--- src/rtl/llr_pkg.sv ---
package llr_pkg;
  // Trellis of the 8-state recursive component code
  localparam int NSTATE = 8;
  localparam int SBITS  = 3;
  localparam int NFIELD = 3;   // distinct packed branch metrics

  // Successor state of a branch leaving s on input bit u
  function automatic logic [SBITS-1:0] next_state(input logic [SBITS-1:0] s, input logic u);
    return {s[1:0], u ^ s[2] ^ s[1]};
  endfunction

  // Branch metric field used by the two branches leaving s
  function automatic int field_sel(input logic [SBITS-1:0] s);
    return int'(s[0]) + int'(s[2]);
  endfunction
endpackage

--- src/rtl/llr_branch_stage.sv ---
module llr_branch_stage import llr_pkg::*; #(
  parameter int MW = 7,
  parameter int GW = 6,
  parameter int SW = 9
)(
  input  logic                          clk,
  input  logic                          rst_n,
  input  logic                          en,
  input  logic [(NSTATE-1)*MW-1:0]      alpha_i,
  input  logic [(NSTATE-1)*MW-1:0]      beta_i,
  input  logic [NFIELD*GW-1:0]          gamma_i,
  output logic [NSTATE-1:0][SW-1:0]     sum1_o,
  output logic [NSTATE-1:0][SW-1:0]     sum0_o
);
  logic signed [SW-1:0] am [NSTATE];
  logic signed [SW-1:0] bm [NSTATE];
  logic signed [SW-1:0] gp [NFIELD];
  logic signed [SW-1:0] p1 [NSTATE];
  logic signed [SW-1:0] p0 [NSTATE];

  // Unpack metrics; state 0 is the normalization reference
  always_comb begin
    am[0] = '0;
    bm[0] = '0;
    for (int m = 1; m < NSTATE; m++) begin
      am[m] = SW'($signed(alpha_i[(m-1)*MW +: MW]));
      bm[m] = SW'($signed(beta_i[(m-1)*MW +: MW]));
    end
    for (int j = 0; j < NFIELD; j++) begin
      gp[j] = SW'($signed(gamma_i[j*GW +: GW]));
    end
  end

  // One adder pair per branch; bit-0 branch uses the negated field
  for (genvar s = 0; s < NSTATE; s++) begin : g_state
    localparam logic [SBITS-1:0] NXT1 = next_state(SBITS'(s), 1'b1);
    localparam logic [SBITS-1:0] NXT0 = next_state(SBITS'(s), 1'b0);
    localparam int               FJ   = field_sel(SBITS'(s));
    assign p1[s] = am[s] + bm[NXT1] + gp[FJ];
    assign p0[s] = am[s] + bm[NXT0] - gp[FJ];
  end

  always_ff @(posedge clk) begin
    if (!rst_n) begin
      sum1_o <= '0;
      sum0_o <= '0;
    end else if (en) begin
      for (int s = 0; s < NSTATE; s++) begin
        sum1_o[s] <= p1[s];
        sum0_o[s] <= p0[s];
      end
    end
  end
endmodule

--- src/rtl/llr_max_reduce.sv ---
module llr_max_reduce #(
  parameter int W    = 9,
  parameter int NIN  = 8,
  parameter int NOUT = 2
)(
  input  logic                  clk,
  input  logic                  rst_n,
  input  logic                  en,
  input  logic [NIN-1:0][W-1:0] d_i,
  output logic [NOUT-1:0][W-1:0] q_o
);
  localparam int PER = NIN / NOUT;

  logic signed [W-1:0] best [NOUT];

  // Each output lane keeps the largest of its PER inputs
  always_comb begin
    for (int o = 0; o < NOUT; o++) begin
      best[o] = $signed(d_i[o*PER]);
      for (int k = 1; k < PER; k++) begin
        if ($signed(d_i[o*PER+k]) > best[o]) best[o] = $signed(d_i[o*PER+k]);
      end
    end
  end

  always_ff @(posedge clk) begin
    if (!rst_n) begin
      q_o <= '0;
    end else if (en) begin
      for (int o = 0; o < NOUT; o++) q_o[o] <= best[o];
    end
  end

  for (genvar i = 0; i < NIN; i++) begin : g_chk
    AST_MAX_DOMINATES: assert property (@(posedge clk) disable iff (!rst_n)
      (rst_n && en) |=> ($signed(q_o[i/PER]) >= $signed($past(d_i[i]))))
      else $error("candidate below one of its inputs");
  end
endmodule

--- src/rtl/llr_finish.sv ---
module llr_finish #(
  parameter int SW   = 9,
  parameter int CAND = 2,
  parameter int SYW  = 4,
  parameter int APW  = 6,
  parameter int EW   = 6
)(
  input  logic                    clk,
  input  logic                    rst_n,
  input  logic                    en,
  input  logic [CAND-1:0][SW-1:0] c1_i,
  input  logic [CAND-1:0][SW-1:0] c0_i,
  input  logic [SYW-1:0]          sys_i,
  input  logic [APW-1:0]          apri_i,
  output logic [EW-1:0]           ext_o
);
  localparam int WW = SW + 3;
  localparam logic signed [WW-1:0] HI = WW'(2**(EW-1) - 1);
  localparam logic signed [WW-1:0] LO = WW'(-(2**(EW-1)));

  logic signed [WW-1:0] m1, m0, wide;
  logic [EW-1:0]        sat;

  always_comb begin
    m1 = WW'($signed(c1_i[0]));
    m0 = WW'($signed(c0_i[0]));
    for (int k = 1; k < CAND; k++) begin
      if (WW'($signed(c1_i[k])) > m1) m1 = WW'($signed(c1_i[k]));
      if (WW'($signed(c0_i[k])) > m0) m0 = WW'($signed(c0_i[k]));
    end
    wide = m1 - m0 - WW'($signed(sys_i)) - WW'($signed(apri_i));
    if (wide > HI)      sat = HI[EW-1:0];
    else if (wide < LO) sat = LO[EW-1:0];
    else                sat = wide[EW-1:0];
  end

  always_ff @(posedge clk) begin
    if (!rst_n)  ext_o <= '0;
    else if (en) ext_o <= sat;
  end

  AST_SAT_SIGN: assert property (@(posedge clk) disable iff (!rst_n)
    (rst_n && en) |=> (ext_o[EW-1] == $past(wide[WW-1])))
    else $error("clamped output sign differs from wide value");
endmodule

--- src/rtl/llr_extrinsic_unit.sv ---
module llr_extrinsic_unit import llr_pkg::*; #(
  parameter int MW  = 7,
  parameter int GW  = 6,
  parameter int SYW = 4,
  parameter int APW = 6,
  parameter int EW  = 6
)(
  input  logic                     clk,
  input  logic                     rst_n,
  input  logic                     in_valid,
  output logic                     in_ready,
  input  logic [(NSTATE-1)*MW-1:0] in_alpha,
  input  logic [(NSTATE-1)*MW-1:0] in_beta,
  input  logic [NFIELD*GW-1:0]     in_gamma,
  input  logic [SYW-1:0]           in_sys,
  input  logic [APW-1:0]           in_apri,
  output logic                     out_valid,
  input  logic                     out_ready,
  output logic [EW-1:0]            out_ext
);
  localparam int SW   = ((MW > GW) ? MW : GW) + 2;
  localparam int CAND = 2;

  logic en;
  logic v1, v2, v3;
  logic [SYW-1:0] sys1, sys2;
  logic [APW-1:0] apr1, apr2;
  logic [NSTATE-1:0][SW-1:0] sums  [2];
  logic [CAND-1:0][SW-1:0]   cands [2];

  // Whole pipe moves unless a finished result is waiting
  assign en        = ~(v3 & ~out_ready);
  assign in_ready  = en;
  assign out_valid = v3;

  always_ff @(posedge clk) begin
    if (!rst_n) begin
      v1 <= 1'b0; v2 <= 1'b0; v3 <= 1'b0;
      sys1 <= '0; sys2 <= '0; apr1 <= '0; apr2 <= '0;
    end else if (en) begin
      v1 <= in_valid;
      v2 <= v1;
      v3 <= v2;
      sys1 <= in_sys;
      apr1 <= in_apri;
      sys2 <= sys1;
      apr2 <= apr1;
    end
  end

  llr_branch_stage #(.MW(MW), .GW(GW), .SW(SW)) u_branch (
    .clk(clk), .rst_n(rst_n), .en(en),
    .alpha_i(in_alpha), .beta_i(in_beta), .gamma_i(in_gamma),
    .sum1_o(sums[1]), .sum0_o(sums[0])
  );

  for (genvar g = 0; g < 2; g++) begin : g_grp
    llr_max_reduce #(.W(SW), .NIN(NSTATE), .NOUT(CAND)) u_reduce (
      .clk(clk), .rst_n(rst_n), .en(en),
      .d_i(sums[g]), .q_o(cands[g])
    );
  end

  llr_finish #(.SW(SW), .CAND(CAND), .SYW(SYW), .APW(APW), .EW(EW)) u_finish (
    .clk(clk), .rst_n(rst_n), .en(en),
    .c1_i(cands[1]), .c0_i(cands[0]),
    .sys_i(sys2), .apri_i(apr2),
    .ext_o(out_ext)
  );

  AST_OUT_HOLD: assert property (@(posedge clk) disable iff (!rst_n)
    (out_valid && !out_ready) |=> (out_valid && $stable(out_ext)))
    else $error("output changed while waiting");

  AST_LATENCY: assert property (@(posedge clk) disable iff (!rst_n)
    ($past(rst_n,3) && $past(rst_n,2) && $past(rst_n,1) &&
     $past(in_valid && in_ready,3) && $past(out_ready,2) && $past(out_ready,1)) |-> out_valid)
    else $error("accepted item missing after three edges");

  AST_RESET_IDLE: assert property (@(posedge clk) disable iff (!rst_n)
    $rose(rst_n) |-> (!out_valid && in_ready))
    else $error("not idle on reset release");
endmodule

--- config.mk ---
export PLATFORM = sky130hd
export DESIGN_NAME = llr_extrinsic_unit
export DESIGN_NICKNAME = d
export VERILOG_FILES = /design/src/rtl/llr_pkg.sv /design/src/rtl/llr_branch_stage.sv /design/src/rtl/llr_max_reduce.sv /design/src/rtl/llr_finish.sv /design/src/rtl/llr_extrinsic_unit.sv
export SDC_FILE = /design/constraint.sdc
export NUM_CORES = 1
export LEC_CHECK = 0
export BUFFER_PORTS_ARGS = -buffer_cell sky130_fd_sc_hd__buf_2
export CORE_MARGIN = 2
export CORE_UTILIZATION = 34
export DETAILED_ROUTE_END_ITERATION = 6
export PLACE_DENSITY = 0.52
export SLEW_MARGIN = 10
export SYNTH_ARGS = -nofsm -noshare
export SYNTH_HDL_FRONTEND = slang
export SYNTH_SLANG_ARGS = --single-unit
--- constraint.sdc ---
create_clock -name clk -period 12.2 [get_ports clk]
set_input_delay 0 -clock clk [delete_from_list [all_inputs] [get_ports clk]]
set_output_delay 0 -clock clk [all_outputs]
set_load 0.05 [all_outputs]
==> run summary <==
kind of path behind the tightest hold check -> input port to flop
worst hold slack -> 0.02794 ns
CP top delay family -> compound AO/OA/AOI/OAI gates
Die Area -> 59070 um2
chip height -> 243.0 um
Post-DP HPWL -> 50.52 mm
CP max stage delay -> 0.97 ns
reg2reg start -> u_branch.sum1_o[1]
most instantiated cells after synthesis -> 373 x inv_1, 265 x ha_1, 228 x nand2_1
syn avg cell area -> 8.281 um2
RD Place Congestion -> 0.8801
Synthesized Nets -> 2858
simple-gate share of the synthesized area -> 13.62%
YS warnings -> 0
reg2reg end -> g_grp[1].u_reduce.q_o[8]
reg-to-reg setup timing slack -> 4.41 ns
post-layout min period -> 7.786 ns
Worst Setup Start Kind -> flop
post-synthesis sequential area ratio -> 21.12%
number of CTS-inserted buffers -> 28
Slew Limit Headroom -> 19.87%
WS Path Type -> flop to flop
static leakage -> 10.78 nW
top_reg_cell synth -> dfxtp_1
Least-Margin Pin Slew -> 1.202 ns
Final period util -> 63.82%
Layout Cells excl Fill -> 3257
Initial Util -> 34.39%
Setup Skew -> 0.01470 ns
fillcell total -> 5814
Multi-input gate area -> 13610 um2
clock-pin slew on the worst setup and hold paths -> 0.06 ns
hold_sp -> in_alpha[42]
Post-Synth Adder-Cell Area -> 29.12%
first-pass detailed-route iteration total -> 5
CP required -> 12.62 ns
Buffers on Ports -> 137
total power -> 5.331 mW
top-count cell post-synth -> inv_1
#FFs+latches synth -> 205
share of the synthesized area in the top cell type -> 21.12%
CP max FO -> 22
fraction of registers with async set/reset -> 0%
depth of the most critical reg-to-reg path -> 32
status -> finished clean
Min-Delay Path Depth -> 4
Yosys top cell by area -> dfxtp_1
setup total negative slack -> 0 ns
RSZ-0062 raised after global routing -> no
crit path buf inv count -> 3
later-pin clock latency in the skew report -> 0.58 ns
Total GRT Usage -> 21.37%
max frequency -> 128.4 MHz
first-pass GRT wire length -> 97.06 mm
num rows -> 87
core area -> 56500 um2
pwr/cell area -> 241.1 nW/um2
DRC -> 0
TritonCTS clock tree -> yes
final-report max-slew violation count -> 0
final hold violations -> 0
post-synthesis cell area -> 19430 um2
synthesized-area fraction occupied by xor and xnor cells -> 3.336%
Num Clock Sinks -> 205
vias in the first global route -> 16630
CTS max path bufs -> 3
FF/Latch Area -> 4104 um2
fraction of layout cells with a size suffix above 1 -> 9.080%
Max Cap Violations -> 0
PostCTS Resize Cnt -> 0
routed wire length -> 62.54 mm
Inst Count DP -> 3166
post-CTS setup repair buffer count -> 0
Crit path arrival time -> 8.21 ns
Final nets -> 2991
crit path capture type -> flop
P&R area growth vs syn -> 13.80%
pin count of the biggest net entering global routing -> 114
initial antenna violation count -> 2
global route overflow -> 0
hold endpoint -> u_branch.sum0_o[63]
via count -> 16350
CP most frequent cell -> o21a_1
Slowest-stage cell, CP -> or2_0
final setup violating endpoints -> 0
H-tree depth -> 1
DRT antenna net count -> 0
vias per cell -> 5.018
routed length per instance -> 19.20 um
Synth area leaders -> dfxtp_1 21%, ha_1 17%, fa_1 12%
Top-Level Pins -> 138
Mapped Cells -> 2346
Yosys cell types -> 59
largest family of logic cells by synthesized area -> adder cells
Iter 0 DRT Violations -> 1006
Worst VDD drop -> 0.1242 mV
Compound-Gate Fraction of Synth Area -> 21.38%
post-synthesis mux area share -> 2.576%
number of flops mapped to enable cells by yosys -> 0
CTS Root Cell -> clkbuf_16
Chip Width -> 243.0 um
-- layout by cell type, fill, tap and decap left out, drive strengths merged, types with 53 or more instances in the layout --
cell type and count:
xnor2 53, ha 265, nand2 228, a21oi 142
and2 66, fa 117, buf 148, o21ai 155
nor2 95, inv 374, dfxtp 205, a21o 60
a21boi 71
-- worst max path at each step --
stage                       startpoint                  endpoint  slack (ns)  cells after the start
floorplan           u_branch.sum0_o[1]  g_grp[0].u_reduce.q_o[8]        5.79                     33
global placement    u_branch.sum1_o[1]  g_grp[1].u_reduce.q_o[8]        4.81                     32
detailed placement  u_branch.sum1_o[1]  g_grp[1].u_reduce.q_o[8]        4.62                     32
CTS                 u_branch.sum1_o[1]  g_grp[1].u_reduce.q_o[8]        4.61                     32
global route        u_branch.sum1_o[1]  g_grp[1].u_reduce.q_o[8]        3.82                     32
finish              u_branch.sum1_o[1]  g_grp[1].u_reduce.q_o[8]        4.41                     32
-- worst register-to-register path: cells and delay by family, from the launching register on --
| kind | cells | cell delay, ns |
|---|---|---|
| AOI/OAI and AO/OA | 19 | 3.98 |
| and+or+nand+nor | 6 | 1.61 |
| adders and majority gates | 3 | 0.89 |
| muxes | 1 | 0.41 |
| DFF | 1 | 0.35 |
| buffers and inverters | 3 | 0.40 |
-- state kept, by name, summed over array words and instances, names as in the netlist --
signal and count:
out_valid 1, g_grp.u_reduce.q_o 36, sys2 4, v1 1, apr2 6, sys1 4
u_branch.sum1_o 70, v2 1, apr1 6, u_branch.sum0_o 70, u_finish.ext_o 6
-- metrics by stage --
step                      instance area [um2]  utilization, %  setup WS (ns)
after global placement                  20840           36.89          4.811
after CTS                               22110           39.13          4.610
after floorplan                         19430               -          5.789
final                                   22110           39.13          4.414
after detailed placement                20840           36.89          4.620
after global routing                    22110           39.13          3.825
-- layer usage --
layer | share of wire (%) | track usage (%) | wire, um | vias to the layer above
met2 | 44 | 34.92 | 27770 | 319
met3 | 4.3 | 1.957 | 2687 | 84
met5 | 0 | 0 | 0 | -
met4 | 3.4 | 6.712 | 2130 | 0
li1 | - | - | - | 8155
met1 | 48 | 29.69 | 29950 | 7787
-- where the power goes --
group / switching, mW / internal, mW / total, mW / leakage [nW]
registers: 0.169 / 0.820 / 0.989 / 1.70
clock network: 0.344 / 0.445 / 0.789 / 0.425
logic: 2.05 / 1.51 / 3.55 / 8.65
-- timing repair --
item,4_1_cts,5_1_grt
endpoints found under the setup margin,0,0
hold buffers,39,0
endpoints found under the hold margin,35,0
-- cell type report --
cell class                 instances  area share (%)
sequential                       205           18.56
multi-input combinational       1684           61.58
inverter                         373           6.356
timing repair buffer             187           5.252
tap                              756           4.279
clock inverter                    16          0.4867
antenna                            1         0.01132
clock buffer                      35           3.469
-- logic make-up after synthesis --
family,after synthesis
fa+ha+maj,382
flops,205
simple gates,557
xor+xnor,74
buf+inv,457
compound gates,623
mux,48
Note: power is estimated with default switching activity, not from simulation.
